## config.mk

```make
export PLATFORM = sky130hd
export DESIGN_NAME = uart_brk_tx
export DESIGN_NICKNAME = d
export VERILOG_FILES = /design/src/rtl/uart_brk_pkg.sv /design/src/rtl/uart_brk_frame.sv /design/src/rtl/uart_brk_seq.sv /design/src/rtl/uart_brk_tx.sv
export SDC_FILE = /design/constraint.sdc
export NUM_CORES = 1
export LEC_CHECK = 0
export BUFFER_PORTS_ARGS = -buffer_cell sky130_fd_sc_hd__buf_4
export CELL_PAD_IN_SITES_DETAIL_PLACEMENT = 0
export CELL_PAD_IN_SITES_GLOBAL_PLACEMENT = 1
export CORE_MARGIN = 5
export CORE_UTILIZATION = 30
export DETAILED_ROUTE_END_ITERATION = 10
export GPL_ROUTABILITY_DRIVEN = 0
export MAX_ROUTING_LAYER = met4
export PLACE_DENSITY_LB_ADDON = 0.2
export SLEW_MARGIN = 20
export SYNTH_ARGS = -nofsm -noshare
export SYNTH_HDL_FRONTEND = slang
export SYNTH_HIERARCHICAL = 1
export SYNTH_SLANG_ARGS = --single-unit
```

## constraint.sdc

```tcl
create_clock -name clk -period 2.2 [get_ports clk]
set_input_delay 0.44 -clock clk [delete_from_list [all_inputs] [get_ports clk]]
set_output_delay 0.44 -clock clk [all_outputs]
set_load 0.01 [all_outputs]
```

## src/rtl/uart_brk_pkg.sv

```systemverilog
package uart_brk_pkg;

   typedef enum logic [2:0] {
      BRK_NONE = 3'd0,
      BRK_PEND = 3'd1,
      BRK_ON   = 3'd2,
      BRK_STOP = 3'd3,
      BRK_REC  = 3'd4
   } brk_st_t;

   function automatic int frame_len(input int dw, input int par);
      return dw + par + 2;
   endfunction

endpackage

```

## src/rtl/uart_brk_frame.sv

```systemverilog
module uart_brk_frame #(
   parameter int DATA_W     = 8,
   parameter int PARITY_EN  = 1,
   parameter int PARITY_ODD = 0,
   localparam int FB = uart_brk_pkg::frame_len(DATA_W, PARITY_EN),
   localparam int CW = $clog2(FB + 1)
) (
   input  logic              clk,
   input  logic              rst_n,
   input  logic              tick,
   input  logic              load,
   input  logic [DATA_W-1:0] data,
   output logic              busy,
   output logic              last,
   output logic              bit_out
);

   logic [FB-1:0] frame_q;
   logic [FB-1:0] frame_ld;
   logic [CW-1:0] idx_q;
   logic          busy_q;

   generate
      if (PARITY_EN != 0) begin : g_par
         logic par_b;
         assign par_b    = (^data) ^ (PARITY_ODD != 0);
         assign frame_ld = {1'b1, par_b, data, 1'b0};
      end else begin : g_nopar
         assign frame_ld = {1'b1, data, 1'b0};
      end
   endgenerate

   assign last    = busy_q && (idx_q == CW'(FB - 1));
   assign busy    = busy_q;
   assign bit_out = frame_q[0];

   always_ff @(posedge clk) begin
      if (!rst_n) begin
         frame_q <= '1;
         idx_q   <= '0;
         busy_q  <= 1'b0;
      end else if (load) begin
         frame_q <= frame_ld;
         idx_q   <= '0;
         busy_q  <= 1'b1;
      end else if (tick && busy_q) begin
         frame_q <= {1'b1, frame_q[FB-1:1]};
         idx_q   <= idx_q + 1'b1;
         if (last) busy_q <= 1'b0;
      end
   end

endmodule

```

## src/rtl/uart_brk_seq.sv

```systemverilog
module uart_brk_seq
   import uart_brk_pkg::*;
#(
   parameter int FRAME_BITS = 11,
   parameter int IDLE_BITS  = 12,
   localparam int MAXC = (FRAME_BITS > IDLE_BITS) ? FRAME_BITS : IDLE_BITS,
   localparam int CW   = $clog2(MAXC + 1)
) (
   input  logic    clk,
   input  logic    rst_n,
   input  logic    tick,
   input  logic    start_acc,
   input  logic    stop_acc,
   input  logic    line_free,
   output brk_st_t st
);

   brk_st_t       st_q;
   logic [CW-1:0] cnt_q;

   assign st = st_q;

   always_ff @(posedge clk) begin
      if (!rst_n) begin
         st_q  <= BRK_NONE;
         cnt_q <= '0;
      end else begin
         case (st_q)
            BRK_NONE: if (start_acc) st_q <= BRK_PEND;
            BRK_PEND: begin
               if (tick && line_free) begin
                  st_q  <= BRK_ON;
                  cnt_q <= '0;
               end
            end
            BRK_ON: begin
               if (tick && cnt_q != CW'(FRAME_BITS)) cnt_q <= cnt_q + 1'b1;
               if (stop_acc) st_q <= BRK_STOP;
            end
            BRK_STOP: begin
               if (tick) begin
                  if (cnt_q >= CW'(FRAME_BITS - 1)) begin
                     st_q  <= BRK_REC;
                     cnt_q <= '0;
                  end else begin
                     cnt_q <= cnt_q + 1'b1;
                  end
               end
            end
            BRK_REC: begin
               if (tick) begin
                  if (cnt_q == CW'(IDLE_BITS - 1)) begin
                     st_q  <= BRK_NONE;
                     cnt_q <= '0;
                  end else begin
                     cnt_q <= cnt_q + 1'b1;
                  end
               end
            end
            default: st_q <= BRK_NONE;
         endcase
      end
   end

endmodule

```

## src/rtl/uart_brk_tx.sv

```systemverilog
module uart_brk_tx
   import uart_brk_pkg::*;
#(
   parameter int DATA_W     = 8,
   parameter int PARITY_EN  = 1,
   parameter int PARITY_ODD = 0,
   parameter int IDLE_BITS  = 12
) (
   input  logic              clk,
   input  logic              rst_n,
   input  logic              baud_tick,
   input  logic              wr_en,
   input  logic [DATA_W-1:0] wr_data,
   input  logic              brk_start,
   input  logic              brk_stop,
   output logic              txd,
   output logic              tx_ready,
   output logic              tx_empty,
   output logic              wr_err
);

   localparam int FRAME_BITS = frame_len(DATA_W, PARITY_EN);

   generate
      if (DATA_W < 5 || DATA_W > 9) begin : g_bad_dw
         $error("uart_brk_tx: DATA_W must lie in 5..9");
      end
      if (PARITY_EN != 0 && PARITY_EN != 1) begin : g_bad_par
         $error("uart_brk_tx: PARITY_EN must be 0 or 1");
      end
      if (IDLE_BITS < 1) begin : g_bad_idle
         $error("uart_brk_tx: IDLE_BITS must be at least 1");
      end
   endgenerate

   brk_st_t           st;
   logic              hold_valid;
   logic [DATA_W-1:0] hold_data;
   logic              wr_err_q;
   logic              sh_busy, sh_last, sh_bit, sh_free;
   logic              ready, load, start_acc, stop_acc, wr_take, brk_low;

   assign sh_free   = !sh_busy || sh_last;
   assign ready     = !hold_valid && (st != BRK_PEND);
   assign brk_low   = (st == BRK_ON) || (st == BRK_STOP);
   assign load      = baud_tick && sh_free && hold_valid &&
                      ((st == BRK_NONE) || (st == BRK_PEND));
   assign start_acc = brk_start && !brk_stop && ready && (st == BRK_NONE);
   assign stop_acc  = brk_stop && !brk_start && ready && (st == BRK_ON);
   assign wr_take   = wr_en && ready && (st != BRK_ON);

   uart_brk_frame #(
      .DATA_W    (DATA_W),
      .PARITY_EN (PARITY_EN),
      .PARITY_ODD(PARITY_ODD)
   ) u_frame (
      .clk    (clk),
      .rst_n  (rst_n),
      .tick   (baud_tick),
      .load   (load),
      .data   (hold_data),
      .busy   (sh_busy),
      .last   (sh_last),
      .bit_out(sh_bit)
   );

   uart_brk_seq #(
      .FRAME_BITS(FRAME_BITS),
      .IDLE_BITS (IDLE_BITS)
   ) u_seq (
      .clk      (clk),
      .rst_n    (rst_n),
      .tick     (baud_tick),
      .start_acc(start_acc),
      .stop_acc (stop_acc),
      .line_free(sh_free && !hold_valid),
      .st       (st)
   );

   always_ff @(posedge clk) begin
      if (!rst_n) begin
         hold_valid <= 1'b0;
         hold_data  <= '0;
         wr_err_q   <= 1'b0;
      end else begin
         if (load) begin
            hold_valid <= 1'b0;
         end else if (wr_take) begin
            hold_valid <= 1'b1;
            hold_data  <= wr_data;
         end
         if (wr_en && st == BRK_ON) wr_err_q <= 1'b1;
      end
   end

   assign txd      = brk_low ? 1'b0 : (sh_busy ? sh_bit : 1'b1);
   assign tx_ready = ready;
   assign tx_empty = !sh_busy && !hold_valid && ((st == BRK_NONE) || (st == BRK_PEND));
   assign wr_err   = wr_err_q;

endmodule

```

==> results.md <==
- Layout area overhead: 19.8%
- Pin count of the biggest net entering global routing: 40
- CP max stage cell: or4_4
- Core ar.: roughly 0.0056 sq mm
- Final net count: around 240
- Final Hold Viols: 0
- TritonCTS clock tree: done
- Vias: roughly 1400
- Min Tclk post-route: 1.95 ns
- Top Ports: 18
- Die Y-Extent: 86.2 um
- DR pass1 iterations: 4
- Commonest non-fill, non-tap cell in the layout: nand2_1
- Yosys Warn Count: 6
- GR Overflow Total: 0
- Starting Density: 0.312
- Cell variety after synth: 49
- Hold Path Class: in2reg
- Starting DRT DRC Count: between 60 and 70
- Synth Flop Type: dfxtp_1
- Diode count: 0
- CTS sink count: 32
- Drt drc: 0
- Commonest non-fill, non-tap cells in the layout: nand2_1, dfxtp_1, buf_4
- Startpoint Class: flop
- Synth async-reset ratio: 0
- Worst-path cell chain: inv_1, ha_1, and4b_1, nor2b_1, or4_4, inv_2, buf_6, mux2i_1, nand2_1, o21ai_1, nand2_1
- Total die area: ~0.0074 sq mm
- Initial antenna violation count: 0
- Inst Count DP: 290
- Post-route clock period utilization: 0.886
- Hold buffers post-CTS: 0
- Slowest stage delay, CP: 0.43 ns
- Worst skew pair latency: between 0.2 and 0.3 ns
- WL final: roughly 3700 um
- Slew margin rel.: 0.570
- CP most frequent cell: nand2_1
- Worst-path fanout max: 5
- CTS root buf: clkbuf_8
- Peak Freq: just over 0.5 GHz
- H-tree Lvls: 2
- Mapped Nets: roughly 220
- Synth Register Bits: 32
- Vias in the first global route: approximately 1300
- Cells after Synth: 200
- EDFF count, synth: 0
- DR vias/cell: ~4.7
- Global-route wire length before repair: between 6000 and 7000 um
- Clk buf depth: 2
- Final setup viols: 0
- RSZ-0062 raised after global routing: false
- Final cell count without fillers: between 200 and 300
- Die X: between 80 and 90 um
- Pleak: ~0.80 nW
- Skew final: between 0.007 and 0.008 ns
- Worst Max-Slew Pin Slew: 0.643 ns
- CTS buffer count: 5
- Slew Limit Fails: 0
- Share of cells above drive strength 1: 0.220
- Num rows: 27
- Synth Area per Inst: around 8.7 sq um
- Sequential area share after synthesis: 0.368
- Kind of critical path: reg2reg
- Worst Path Required: between 2 and 2.5 ns
- Pwr/cell area: 660 mW/mm^2
- Fin Setup TNS: 0 ns
- GRT Total Usage: 0.106
- Max rail drop VDD: roughly 0.34 mV
- Mapped Area: 0.00174 sq mm
- Status: finished clean
- IO buf count: 17
- CP endpoint kind: flop
- Worst-path clk slew: about 0.07 ns
- Maximum Capacitance Violations: 0
- Wire length per cell: approximately 12 um
- Detail Route Antenna Nets: 0
- Final HPWL DP: approximately 2600 um
- Data arrival time of the critical path: between 2 and 2.5 ns
[synthesized netlist by cell type, types with 3 or more instances]
| cell type | count | area, sq um |
|---|---|---|
| a21oi_1 | 6 | 30.0 |
| a31oi_1 | 6 | 37.5 |
| dfxtp_1 | 32 | 641 |
| ha_1 | 4 | 50.1 |
| inv_1 | 9 | 33.8 |
| mux2i_1 | 17 | 170 |
| nand2_1 | 40 | 150 |
| nand2_2 | 3 | 18.8 |
| nand2b_1 | 3 | 18.8 |
| nand3_1 | 4 | 20.0 |
| nor2_1 | 10 | 37.5 |
| nor2_2 | 3 | 18.8 |
| nor2b_1 | 4 | 25.0 |
| o21ai_0 | 4 | 20.0 |
| o21ai_1 | 7 | 35.0 |
| xnor2_1 | 8 | 70.1 |
[metrics by stage]
step | total power, mW | utilization | setup slack, ns | hold slack [ns] | cell area, sq um
floorplan | 0.833 | - | 0.0963 | 0.444 | 1740
global placement | 0.919 | 0.355 | 0.115 | 0.457 | 1980
detailed placement | 0.918 | 0.355 | 0.0743 | 0.457 | 1980
CTS | 1.40 | 0.371 | 0.0367 | 0.407 | 2070
global route | 1.45 | 0.374 | 0.0922 | 0.417 | 2080
finish | 1.38 | 0.374 | 0.250 | 0.415 | 2080
[power by group]
group | internal, mW | total (mW) | switching, mW
clock network | 0.255 | 0.470 | 0.214
registers | 0.610 | 0.637 | 0.0268
logic | 0.138 | 0.271 | 0.133
total | 1.00 | 1.38 | 0.374
[metal layers]
layer	track usage	up-vias	share of wire
li1	-	739	-
met1	0.135	644	0.51
met2	0.156	24	0.43
met3	0.0279	8	0.042
met4	0.0475	0	0.017
met5	-	-	0
[final timing paths]
check                      from            endpoint  slack [ns]  depth (start not counted)
min                  wr_data[2]        hold_data[2]        0.41                          3
min reg2reg  u_frame/frame_q[6]  u_frame/frame_q[6]        0.47                          2
max reg2reg    u_frame/idx_q[0]  u_frame/frame_q[7]        0.25                         11
max            u_frame/idx_q[0]  u_frame/frame_q[7]        0.25                         11
[registers in the layout, indices dropped and copies added, names as in the netlist]
| register | cells |
|---|---|
| hold_data | 8 |
| hold_valid | 1 |
| u_frame/busy | 1 |
| u_frame/frame_q | 10 |
| u_frame/idx_q | 4 |
| u_seq/cnt_q | 4 |
| u_seq/st | 3 |
| wr_err | 1 |
[repair_timing]
item / 4_1_cts / 5_1_grt
setup endpoints to repair: 0 / 8
setup buffers: 0 / 1
gates resized for setup: 0 / 4
[cell families after synthesis]
family	count (synthesis)	share of synthesized area
DFF	32	0.368
adders and majority gates	4	0.0288
and+or+nand+nor	81	0.226
muxes	18	0.104
xor gates and xnor gates	11	0.0597
AOI/OAI and AO/OA	36	0.154
buffers and inverters	18	0.0589
[final cells by class]
type | instances | area [sq um]
clock buffers | 8 | 90.1
fillers | 583 | 3490
inverters | 9 | 33.8
multi-input cells | 150 | 1000
flip-flops and latches | 32 | 641
well taps | 72 | 90.1
repair buffers | 28 | 230
[critical path: cells and delay by family, from the launching register on]
family,cells,cell delay (ns)
and+or+nand+nor,5,0.82
DFF,1,0.31
buffers and inverters,3,0.29
muxes,1,0.18
adders and majority gates,1,0.15
AOI/OAI and AO/OA,1,0.08
Note: power is estimated with default switching activity, not from simulation.
